--- src/rtl/rr_pkg.sv ---
package rr_pkg;
  localparam int unsigned FRAC_BITS = 14;

  // Clamp a wide signed value into a DW-bit signed range (DW <= 32, AW <= 64).
  function automatic logic signed [63:0] rr_clamp(input logic signed [63:0] v, input int unsigned dw);
    logic signed [63:0] hi;
    logic signed [63:0] lo;
    hi = (64'sd1 <<< (dw - 1)) - 64'sd1;
    lo = -(64'sd1 <<< (dw - 1));
    if (v > hi)      return hi;
    else if (v < lo) return lo;
    else             return v;
  endfunction
endpackage

--- src/rtl/rr_tapline.sv ---
module rr_tapline #(
  parameter int W     = 16,
  parameter int DEPTH = 2
) (
  input  logic                      clk,
  input  logic                      rst,
  input  logic                      clr,
  input  logic                      en,
  input  logic [W-1:0]              d,
  output logic [DEPTH-1:0][W-1:0]   q
);
  for (genvar i = 0; i < DEPTH; i++) begin : g_stage
    logic [W-1:0] src;
    if (i == 0) begin : g_head
      assign src = d;
    end else begin : g_tail
      assign src = q[i-1];
    end
    always_ff @(posedge clk) begin
      if (rst || clr) q[i] <= '0;
      else if (en)    q[i] <= src;
    end
  end
endmodule

--- src/rtl/rr_mac.sv ---
module rr_mac
  import rr_pkg::*;
#(
  parameter int DATA_W = 16,
  parameter int COEF_W = 16,
  parameter logic signed [COEF_W-1:0] B0 = 16'sd129,
  parameter logic signed [COEF_W-1:0] B1 = -16'sd131,
  parameter logic signed [COEF_W-1:0] A1 = 16'sd32138,
  parameter logic signed [COEF_W-1:0] A2 = 16'sd16384
) (
  input  logic signed [DATA_W-1:0] x0,
  input  logic signed [DATA_W-1:0] x1,
  input  logic signed [DATA_W-1:0] y1,
  input  logic signed [DATA_W-1:0] y2,
  output logic signed [DATA_W-1:0] y_new
);
  localparam int ACC_W = DATA_W + COEF_W + 3;

  logic signed [ACC_W-1:0] p_b0, p_b1, p_a1, p_a2, acc, scaled;
  logic signed [63:0]      clamped;

  always_comb begin
    p_b0    = ACC_W'(B0) * ACC_W'(x0);
    p_b1    = ACC_W'(B1) * ACC_W'(x1);
    p_a1    = ACC_W'(A1) * ACC_W'(y1);
    p_a2    = ACC_W'(A2) * ACC_W'(y2);
    acc     = p_b0 + p_b1 + p_a1 - p_a2;
    scaled  = acc >>> FRAC_BITS;
    clamped = rr_clamp(64'(scaled), DATA_W);
    y_new   = clamped[DATA_W-1:0];
  end
endmodule

--- src/rtl/ripple_reso_filter.sv ---
module ripple_reso_filter #(
  parameter int DATA_W = 16,
  parameter int COEF_W = 16,
  parameter logic signed [COEF_W-1:0] B0 = 16'sd129,
  parameter logic signed [COEF_W-1:0] B1 = -16'sd131,
  parameter logic signed [COEF_W-1:0] A1 = 16'sd32138,
  parameter logic signed [COEF_W-1:0] A2 = 16'sd16384
) (
  input  logic              clk,
  input  logic              rst,
  input  logic              clr,
  input  logic              in_valid,
  input  logic [DATA_W-1:0] err_in,
  output logic [DATA_W-1:0] drive_out,
  output logic              out_valid
);
  localparam int X_TAPS = 1;
  localparam int Y_TAPS = 2;

  logic [X_TAPS-1:0][DATA_W-1:0] x_hist;
  logic [Y_TAPS-1:0][DATA_W-1:0] y_hist;
  logic [DATA_W-1:0]             y_next;
  logic                          step;

  assign step = in_valid && !clr;

  rr_tapline #(.W(DATA_W), .DEPTH(X_TAPS)) u_xline (
    .clk(clk), .rst(rst), .clr(clr), .en(in_valid), .d(err_in), .q(x_hist)
  );

  rr_mac #(.DATA_W(DATA_W), .COEF_W(COEF_W), .B0(B0), .B1(B1), .A1(A1), .A2(A2)) u_mac (
    .x0($signed(err_in)),
    .x1($signed(x_hist[0])),
    .y1($signed(y_hist[0])),
    .y2($signed(y_hist[1])),
    .y_new(y_next)
  );

  rr_tapline #(.W(DATA_W), .DEPTH(Y_TAPS)) u_yline (
    .clk(clk), .rst(rst), .clr(clr), .en(in_valid), .d(y_next), .q(y_hist)
  );

  always_ff @(posedge clk) begin
    if (rst) out_valid <= 1'b0;
    else     out_valid <= step;
  end

  assign drive_out = y_hist[0];
endmodule

--- config.mk ---
export PLATFORM = sky130hd
export DESIGN_NAME = ripple_reso_filter
export DESIGN_NICKNAME = d
export VERILOG_FILES = /design/src/rtl/rr_pkg.sv /design/src/rtl/rr_tapline.sv /design/src/rtl/rr_mac.sv /design/src/rtl/ripple_reso_filter.sv
export SDC_FILE = /design/constraint.sdc
export NUM_CORES = 1
export LEC_CHECK = 0
export BUFFER_PORTS_ARGS = -buffer_cell sky130_fd_sc_hd__buf_2
export CAP_MARGIN = 0
export CORE_ASPECT_RATIO = 2
export CORE_MARGIN = 10
export CORE_UTILIZATION = 70
export CTS_CLUSTER_SIZE = 14
export DETAILED_ROUTE_END_ITERATION = 6
export PLACE_DENSITY = 0.88
export SETUP_SLACK_MARGIN = 0.02
export SLEW_MARGIN = 40
export SYNTH_ARGS = -nofsm -noshare
export SYNTH_HDL_FRONTEND = slang
export SYNTH_HIERARCHICAL = 1
export SYNTH_SLANG_ARGS = --single-unit
--- constraint.sdc ---
create_clock -name clk -period 15.38 [get_ports clk]
set_input_delay 1.538 -clock clk [delete_from_list [all_inputs] [get_ports clk]]
set_output_delay 1.538 -clock clk [all_outputs]
set_load 0.1 [all_outputs]
# Yosys cells after proc, flatten, opt, wreduce, memory -nomap -nowiden
# Cells that the tools add are included.
# op_classes
reduce_logical,3
multipliers,3
add_sub_neg,3
mux,2
n_lt_le_gt_ge,2
# op_table
operator,count
adder 35 bit,2
"multiplier 9 x 16 -> 25 bit, first input constant",2
subtractor 35 x 30 -> 35 bit,1
two-way mux 16 bit,2
"multiplier 15 x 16 -> 31 bit, first input constant",1
"greater-than comparator 21 x 16 -> 1 bit, second input constant",1
"less-than comparator 21 x 16 -> 1 bit, second input constant",1
logical AND 1 bit,1
logical NOT 1 bit,1
logical OR 1 bit,1
# word_totals
inputBits,20
register_bits,49
out_inout_bits,17

# Depth between registers and ports, before layout
# Gate-level depths: netlist (run 1).
# depth
depth_word,7
ltp_mapped,44
ltp_nobuf,43

# Modules after synthesis
# Netlist (run 1), hierarchy kept.
# modules_own_cells
mod,cells_each,seq_area_each_um2,n_inst,area_per_inst_um2
rr_mac,1472,0.0,1,13764.5
rr_tapline (u_yline),105,640.6,1,1156.1
rr_tapline (u_xline),53,320.3,1,581.8
ripple_reso_filter,2,20.0,1,32.5

# Worst setup path before layout (run 1)
# Ideal clock, no wire load.
# synth_path
path_kind,reg2reg
from,register u_yline.q (netlist bit u_yline/g_stage[1].src[4])
to,register u_yline.q (netlist bit u_yline/g_stage[1].src[13])
slack_ps,4832
setup_ps,120
n_path_buf,1
required_ps,15260
arrival_ps,10428
path_stages_with_launch,40
path_cell_list,dfxtp_1 inv_1 fa_1 fa_1 inv_1 fa_1 fa_1 fa_1 inv_1 fa_1 inv_1 ha_1 and3_1 a31oi_1 o21ai_1 a221o_1 a2111oi_0 o21bai_1 (+4 left out) inv_1 fa_1 inv_1 fa_1 inv_1 fa_1 inv_1 ha_1 nand2_1 o21ai_1 nor3_1 o21a_1 or3_4 a32oi_4 buf_6 o21ai_2 mux2i_1 nor2_1
# synth_via
elab_chain_len,6
word_cells_on_any_way,7
# synth_rtl
item,line_no,source
start: declaration,rr_tapline.sv:10,output logic [DEPTH-1:0][W-1:0] q
start signal: indexed assignment,rr_tapline.sv:21,else if (en) q[i] <= src;
multiplier 15 x 16 -> 31 bit (*),rr_mac.sv:25,p_a1 = ACC_W'(A1) * ACC_W'(y1);
adder 35 bit (*),rr_mac.sv:27,acc = p_b0 + p_b1 + p_a1 - p_a2;
subtractor 35 x 30 -> 35 bit (*),rr_mac.sv:27,
less-than comparator 21 x 16 -> 1 bit,rr_pkg.sv:11,else if (v < lo) return lo;
two-way mux 16 bit,rr_pkg.sv:11,
two-way mux 16 bit (*),rr_pkg.sv:10,if (v > hi) return hi;
via y_next[13],ripple_reso_filter.sv:22,logic [DATA_W-1:0] y_next;
# Mark *: on every way through the listed nets, which the timed path passes. The rest lies on a longest branch.
# A chain may end at the register's enable or synchronous reset.

# Worst setup path in the final report (run 1)
# layout_path
from,register u_yline.q (netlist bit u_yline/g_stage[1].src[3])
to,register u_yline.q (netlist bit u_yline/g_stage[1].src[1])
# Same word-level chain as after synthesis.

==> impl_results.md, run 1 <==
- Worst setup SP type: flip-flop
- DIE AREA: 0.02891 mm^2
- Initial Util: 70.72%
- Crit end category: flip-flop
- Fillers: 1595
- Critical Path Fanout Max: 15
- Die Y: 230.7 um
- CP arrival: 11.34 ns
- Period minus WS final: 11.14 ns
- Critical setup path kind: flip-flop to flip-flop
- Max stage delay cell, worst path: dfxtp_1
- Post-synth EDFFs: 0
- Num CTS Buffers: 5
- Drt pass-1 iters: 5
- CTS tree: done
- Antenna violations before repair: 0
- Hold-fix buffers, CTS: 0
- HP Class: flip-flop to flip-flop
- Largest net degree at the start of global routing: 50
- Synthesized flop and latch total: 49
- CORE AREA: 0.02197 mm^2
- CP delay by family, top: adder cells
- Area Growth Syn to Fin: 3.568%
- Post_cts resized: 0
- Setup slack after layout: 4.242 ns
- Routed WL: 37730 um
- DR iter-0 viols: 574
- Setup TNS: 0 ns
- Syn Area/Cell: 9.519 um^2
- Max-Cap Viols: 0
- Synth unique cells: 68
- Status: finished clean
- Synth Instances: 1632
- Chip Width: 125.3 um
- ANT cells: 0
- WL per Instance: 19.51 um
- Row count: 77
- Skew-Pair Late Insertion Delay: 0.33 ns
- Mapped Nets: 2227
- Final period utilization: 72.42%
- Maximum buffer depth of the clock tree: 2
- First-pass GRT wire length: 62600 um
- Post-CTS Setup Bufs: 0
- Crit-path max cell delay: 0.65 ns
- Register area share after synthesis: 6.314%
- Final #Nets: 2253
- Final hold violation count: 0
- Top_reg_cell synth: dfxtp_1
- Final core occ: 73.25%
- CTS H-tree lvls: 2
- Synth Cell Area: 0.01553 mm^2
- Pre-CTS setup slack: 4.376 ns
- Max Slew Vio Count: 0
- CTS Sinks: 49
- Highest Clock Rate: 89.78 MHz
- Slew margin rel.: 46.79%
- Gp weighted congestion: 0.9512
- Worst Max-Slew Pin Slew: 0.7962 ns
- Hold slack: 0.5536 ns
- Vias/cell: 5.687
- Vias: 11000
- Worst-path clk slew: 0.09 ns
- CP required: 15.58 ns
- Commonest non-fill, non-tap cell in the layout: inv_1
- All-Layer GR Usage: 27.37%
- Top Ports: 37
- Critical path buffers and inverters: 8
- CP most frequent cell: fa_1
- Most frequent cells in the layout: inv_1, ha_1, fa_1
- Vias in the first global route: 12650
- Input/output buffers: 36
- Setup Skew: 0.01827 ns
- Post-DP HPWL: 32700 um
- Gr ovfl total: 0
- Final ANT Viol Nets: 0
- DRC: 0
- Clk root buf: clkbuf_16
- Ys Warns: 6
- Share of cells above drive strength 1: 4.825%
- Setup violators final: 0
- RSZ-0062 raised after global routing: false
- Synth async-reset ratio: 0%
## worst min-delay path, cell delays in order (launching register included)
cell	delay [ns]
dfxtp_1	0.33
mux2i_1	0.13
nor2_1	0.05
## state kept, by name, indices dropped and copies added, names as in the netlist
register / cells
u_xline/q: 16
u_yline/g_stage.src: 16
u_yline/q: 16
out_valid: 1
## stage by stage
step | area (um^2) | std cells
floorplan | 15530 | 1632
global placement | 15930 | 1927
detailed placement | 15930 | 1927
CTS | 16090 | 1934
global route | 16090 | 1934
finish | 16090 | 1934
## path summary, 6_finish.rpt
path,start,end,slack [ns],cells after the start
worst max-delay path,u_yline/g_stage[1].src[3]$_SDFFE_PP0P_,u_yline/g_stage[1].src[1]$_SDFFE_PP0P_,4.24,38
worst min-delay path,u_yline/q[31]$_SDFFE_PP0P_,u_yline/q[31]$_SDFFE_PP0P_,0.55,2
worst max register to register,u_yline/g_stage[1].src[3]$_SDFFE_PP0P_,u_yline/g_stage[1].src[1]$_SDFFE_PP0P_,4.24,38
worst min register to register,u_yline/q[31]$_SDFFE_PP0P_,u_yline/q[31]$_SDFFE_PP0P_,0.55,2
## area by class of cell
| type | count | area [um^2] | share of cell area, % |
|---|---|---|---|
| Multi-Input combinational cell | 1039 | 12420 | 77.21 |
| Tap cell | 276 | 345.3 | 2.146 |
| Inverter | 522 | 1959 | 12.18 |
| Sequential cell | 49 | 980.9 | 6.097 |
| Clock buffer | 5 | 125.1 | 0.7777 |
| Clock inverter | 2 | 35.03 | 0.2177 |
| Timing Repair Buffer | 41 | 221.5 | 1.376 |
## cell usage after synthesis (all sizes together), types with 2 or more instances
library cell,count,area [um^2]
a211oi,8,65.06
a21o,23,173.9
a21oi,53,269.0
a22oi,2,20.02
a311o,2,20.02
a31oi,4,25.02
and2,2,13.77
and3,7,45.05
buf,16,147.6
clkbuf,6,25.02
dfxtp,49,980.9
fa,279,5585
ha,296,3704
inv,521,1956
mux2i,48,480.5
nand2,40,150.1
nand2b,5,31.28
nand3,8,45.04
nand3b,2,15.01
nand4,9,71.32
nor2,66,250.2
nor2b,2,12.51
nor3,7,35.03
nor3b,2,20.02
o211ai,4,30.03
o21a,8,60.06
o21ai,47,280.3
o21bai,8,60.06
o221ai,3,26.28
o22ai,2,12.51
or2,8,50.05
or3,2,17.52
xnor2,59,516.8
xor2,18,157.7
## metal layers
metal	track usage [%]	part of all wire, %
met1	24.59	30
met5	0	0
met4	25.99	11
met2	50.86	55
met3	3.512	3.4
## kinds of logic (layout without fill, tap and decap cells)
logic type / after synthesis / count (layout) / synth area share, %
AO/OA/AOI/OAI: 175 / 175 / 7.635
XOR/XNOR: 77 / 77 / 4.341
adder cells (fa/ha/maj): 575 / 575 / 59.79
buffers and inverters: 544 / 570 / 13.72
flip-flops: 49 / 49 / 6.314
multiplexers: 49 / 49 / 3.165
AND/OR/NAND/NOR: 163 / 163 / 5.026
Power of run 1 is left out: the tool's default activity adds up to more than one toggle a clock period on the data nets, which glitch-free logic cannot reach.
==> inputs of run 2 (changes only) <==
- ABC_AREA: default -> 1
- CORE_UTILIZATION: 70 -> 60
- PLACE_DENSITY: 0.88 -> 0.8
- clock period: 15.38 -> 9.7 ns (I/O delays scaled with it)
==> impl_results.md, run 2 <==
- Status: finished clean
- Syn Area/Cell: 8.139 um^2 (-14%)
- CP arrival: 9.66 ns (-1.68 ns)
- Synth top area share: 33.41% (-2.5 points)
- Final hold violation count: 0 (unchanged)
- Register Area: 997.2 um^2 (+1.7%)
- Chip Width: 138.0 um (+10%)
- Final #Nets: 2710 (+20%)
- CP most frequent cell: inv_1
- Ys Warns: 6 (unchanged)
- Post-DP HPWL: 37860 um (+16%)
- Crit-path max cell delay: 0.55 ns (-0.10 ns)
- Period minus WS final: 9.432 ns (-1.707 ns)
- Setup violators final: 0 (unchanged)
- Maximum buffer depth of the clock tree: 2 (unchanged)
- Vias in the first global route: 14200 (+12%)
- CP required: 9.93 ns (-5.65 ns)
- WL per Instance: 17.67 um (-9.4%)
- Synth unique cells: 43 (-37%)
- Worst setup SP type: flip-flop
- Max Slew Vio Count: 0 (unchanged)
- CORE AREA: 0.02755 mm^2 (+25%)
- Max-Cap Viols: 0 (unchanged)
- DRC: 0 (unchanged)
- CTS H-tree lvls: 2 (unchanged)
- Share of cells above drive strength 1: 13.19% (+8.4 points)
- Final period utilization: 97.23% (+25 points)
- Commonest cells post-synth: inv_1, nand2_1, ha_1
- Setup Skew: 0.03052 ns (+0.01225 ns)
- Row count: 86 (+12%)
- ANT cells: 0 (unchanged)
- HP Class: flip-flop to flip-flop
- Antenna violations before repair: 0 (unchanged)
- Synth Instances: 2054 (+26%)
- Crit end category: flip-flop
- Routed WL: 43600 um (+16%)
- Final ANT Viol Nets: 0 (unchanged)
- Worst Max-Slew Pin Slew: 0.7993 ns (+0.003113 ns)
- Final core occ: 65.56% (-7.7 points)
- Commonest non-fill, non-tap cell in the layout: inv_1
- Die Y: 256.1 um (+11%)
- Cell type with the largest total area after synthesis: fa_1
- Gr ovfl total: 0 (unchanged)
- Hold slack: 0.4956 ns (-0.05802 ns)
- Largest net degree at the start of global routing: 89 (+78%)
- Synth Cell Area: 0.01672 mm^2 (+7.6%)
- First-pass GRT wire length: 70090 um (+12%)
- Synthesized flop and latch total: 49 (unchanged)
- Post-synth EDFFs: 0 (unchanged)
- Non-filler cells, final: 2468 (+28%)
- Vias: 13020 (+18%)
- Drt pass-1 iters: 5 (unchanged)
- Fillers: 2273 (+43%)
- Placed Cells: 2452 (+27%)
- DIE AREA: 0.03534 mm^2 (+22%)
- Gp weighted congestion: 1.030 (+8.3%)
- Top Ports: 37 (unchanged)
- Input/output buffers: 36 (unchanged)
- Max stage delay cell, worst path: fa_1
- All-Layer GR Usage: 24.57% (-2.8 points)
- Skew-Pair Late Insertion Delay: 0.33 ns (about the same)
- Vias/cell: 5.277 (-7.2%)
- Worst-path clk slew: 0.09 ns (about the same)
- Mapped Nets: 2649 (+19%)
- Highest Clock Rate: 106.0 MHz (+18%)
- Area Growth Syn to Fin: 8.031%
- Register area share after synthesis: 5.868% (-0.45 points)
- Most frequent cells in the layout: inv_1, nand2_1, fa_1, ha_1, nor2_1
- Hold-fix buffers, CTS: 0 (unchanged)
- Num CTS Buffers: 5 (unchanged)
- Top_reg_cell synth: dfxtp_1
- Most area-consuming cells after synthesis: fa_1, ha_1, inv_1
- Slew margin rel.: 46.15% (-0.64 points)
- Critical Path Fanout Max: 7 (-8)
- Most common cell in the netlist: inv_1
- Clk root buf: clkbuf_16
- CTS Sinks: 49 (unchanged)
- CTS tree: done
- Synth async-reset ratio: 0% (unchanged)
- Footprint of the multi-input gates: 0.01351 mm^2 (+8.7%)
- Initial Util: 60.69% (-10 points)
- Critical setup path kind: flip-flop to flip-flop
- DR iter-0 viols: 502 (-13%)
run 2: changes by cell type in the layout (fill, tap and decap cells not counted), moves of 33 or more:
cell     change
inv_1      +133
nor2_2      +47
xnor2_1     -33
nand2_2     +48
nand2_1    +256
nor2_1      +42
mux2i_1     -48
run 2: critical path, delay by kind of cell (launching register included):
kind	cells	cell delay (ns)
adders and majority gates	13	5.17
and+or+nand+nor	12	1.23
AOI/OAI and AO/OA	6	1.09
buffers and inverters	11	0.86
xor gates and xnor gates	2	0.61
DFF	1	0.40
run 2: layout make-up:
class	instances	share of cell area, %
multi-input combinational	1319	74.79
inverter	670	13.94
sequential	49	5.522
timing repair buffer	70	2.473
tap	352	2.439
clock buffer	5	0.6928
clock inverter	3	0.1455
run 2: metrics by stage:
| stage | cell area, um^2 | TNS, ns | setup WS [ns] |
|---|---|---|---|
| finish | 18060 | 0 | 0.2684 |
| global route | 18060 | -0.4368 | -0.05337 |
| CTS | 17540 | 0 | 0.03484 |
| detailed placement | 17350 | -0.1105 | -0.03895 |
| global placement | 17350 | 0 | 0.04758 |
| floorplan | 16720 | 0 | 0.2073 |
run 2: final timing paths:
path,slack (ns),end,startpoint,depth (start not counted)
max,0.27,u_yline/g_stage[1].src[4]$_SDFFE_PP0P_,u_yline/g_stage[1].src[5]$_SDFFE_PP0P_,44
max reg2reg,0.27,u_yline/g_stage[1].src[4]$_SDFFE_PP0P_,u_yline/g_stage[1].src[5]$_SDFFE_PP0P_,44
min,0.50,u_yline/q[19]$_SDFFE_PP0P_,u_yline/q[19]$_SDFFE_PP0P_,2
min reg2reg,0.50,u_yline/q[19]$_SDFFE_PP0P_,u_yline/q[19]$_SDFFE_PP0P_,2
run 2: routing by layer:
layer	routed length [um]	track usage, %	vias up
li1	-	-	6082
met5	0	0	-
met2	24430	47.57	365
met1	13520	22.01	6384
met4	4449	20.29	0
met3	1200	2.470	192
run 2: what timing repair did:
item	in CTS	in global routing
endpoints found under the setup margin	15	16
resized for setup	8	105
cloned	0	2
buffers inserted	0	5
pin swaps	1	25
run 2: logic make-up after synthesis:
group | share of synthesized area, %
AND/OR/NAND/NOR | 14.94
XOR/XNOR | 3.772
flip-flops | 5.868
AO/OA/AOI/OAI | 3.652
adder cells (fa/ha/maj) | 55.56
buffers and inverters | 16.20
Power of run 2 is left out for the same reason.
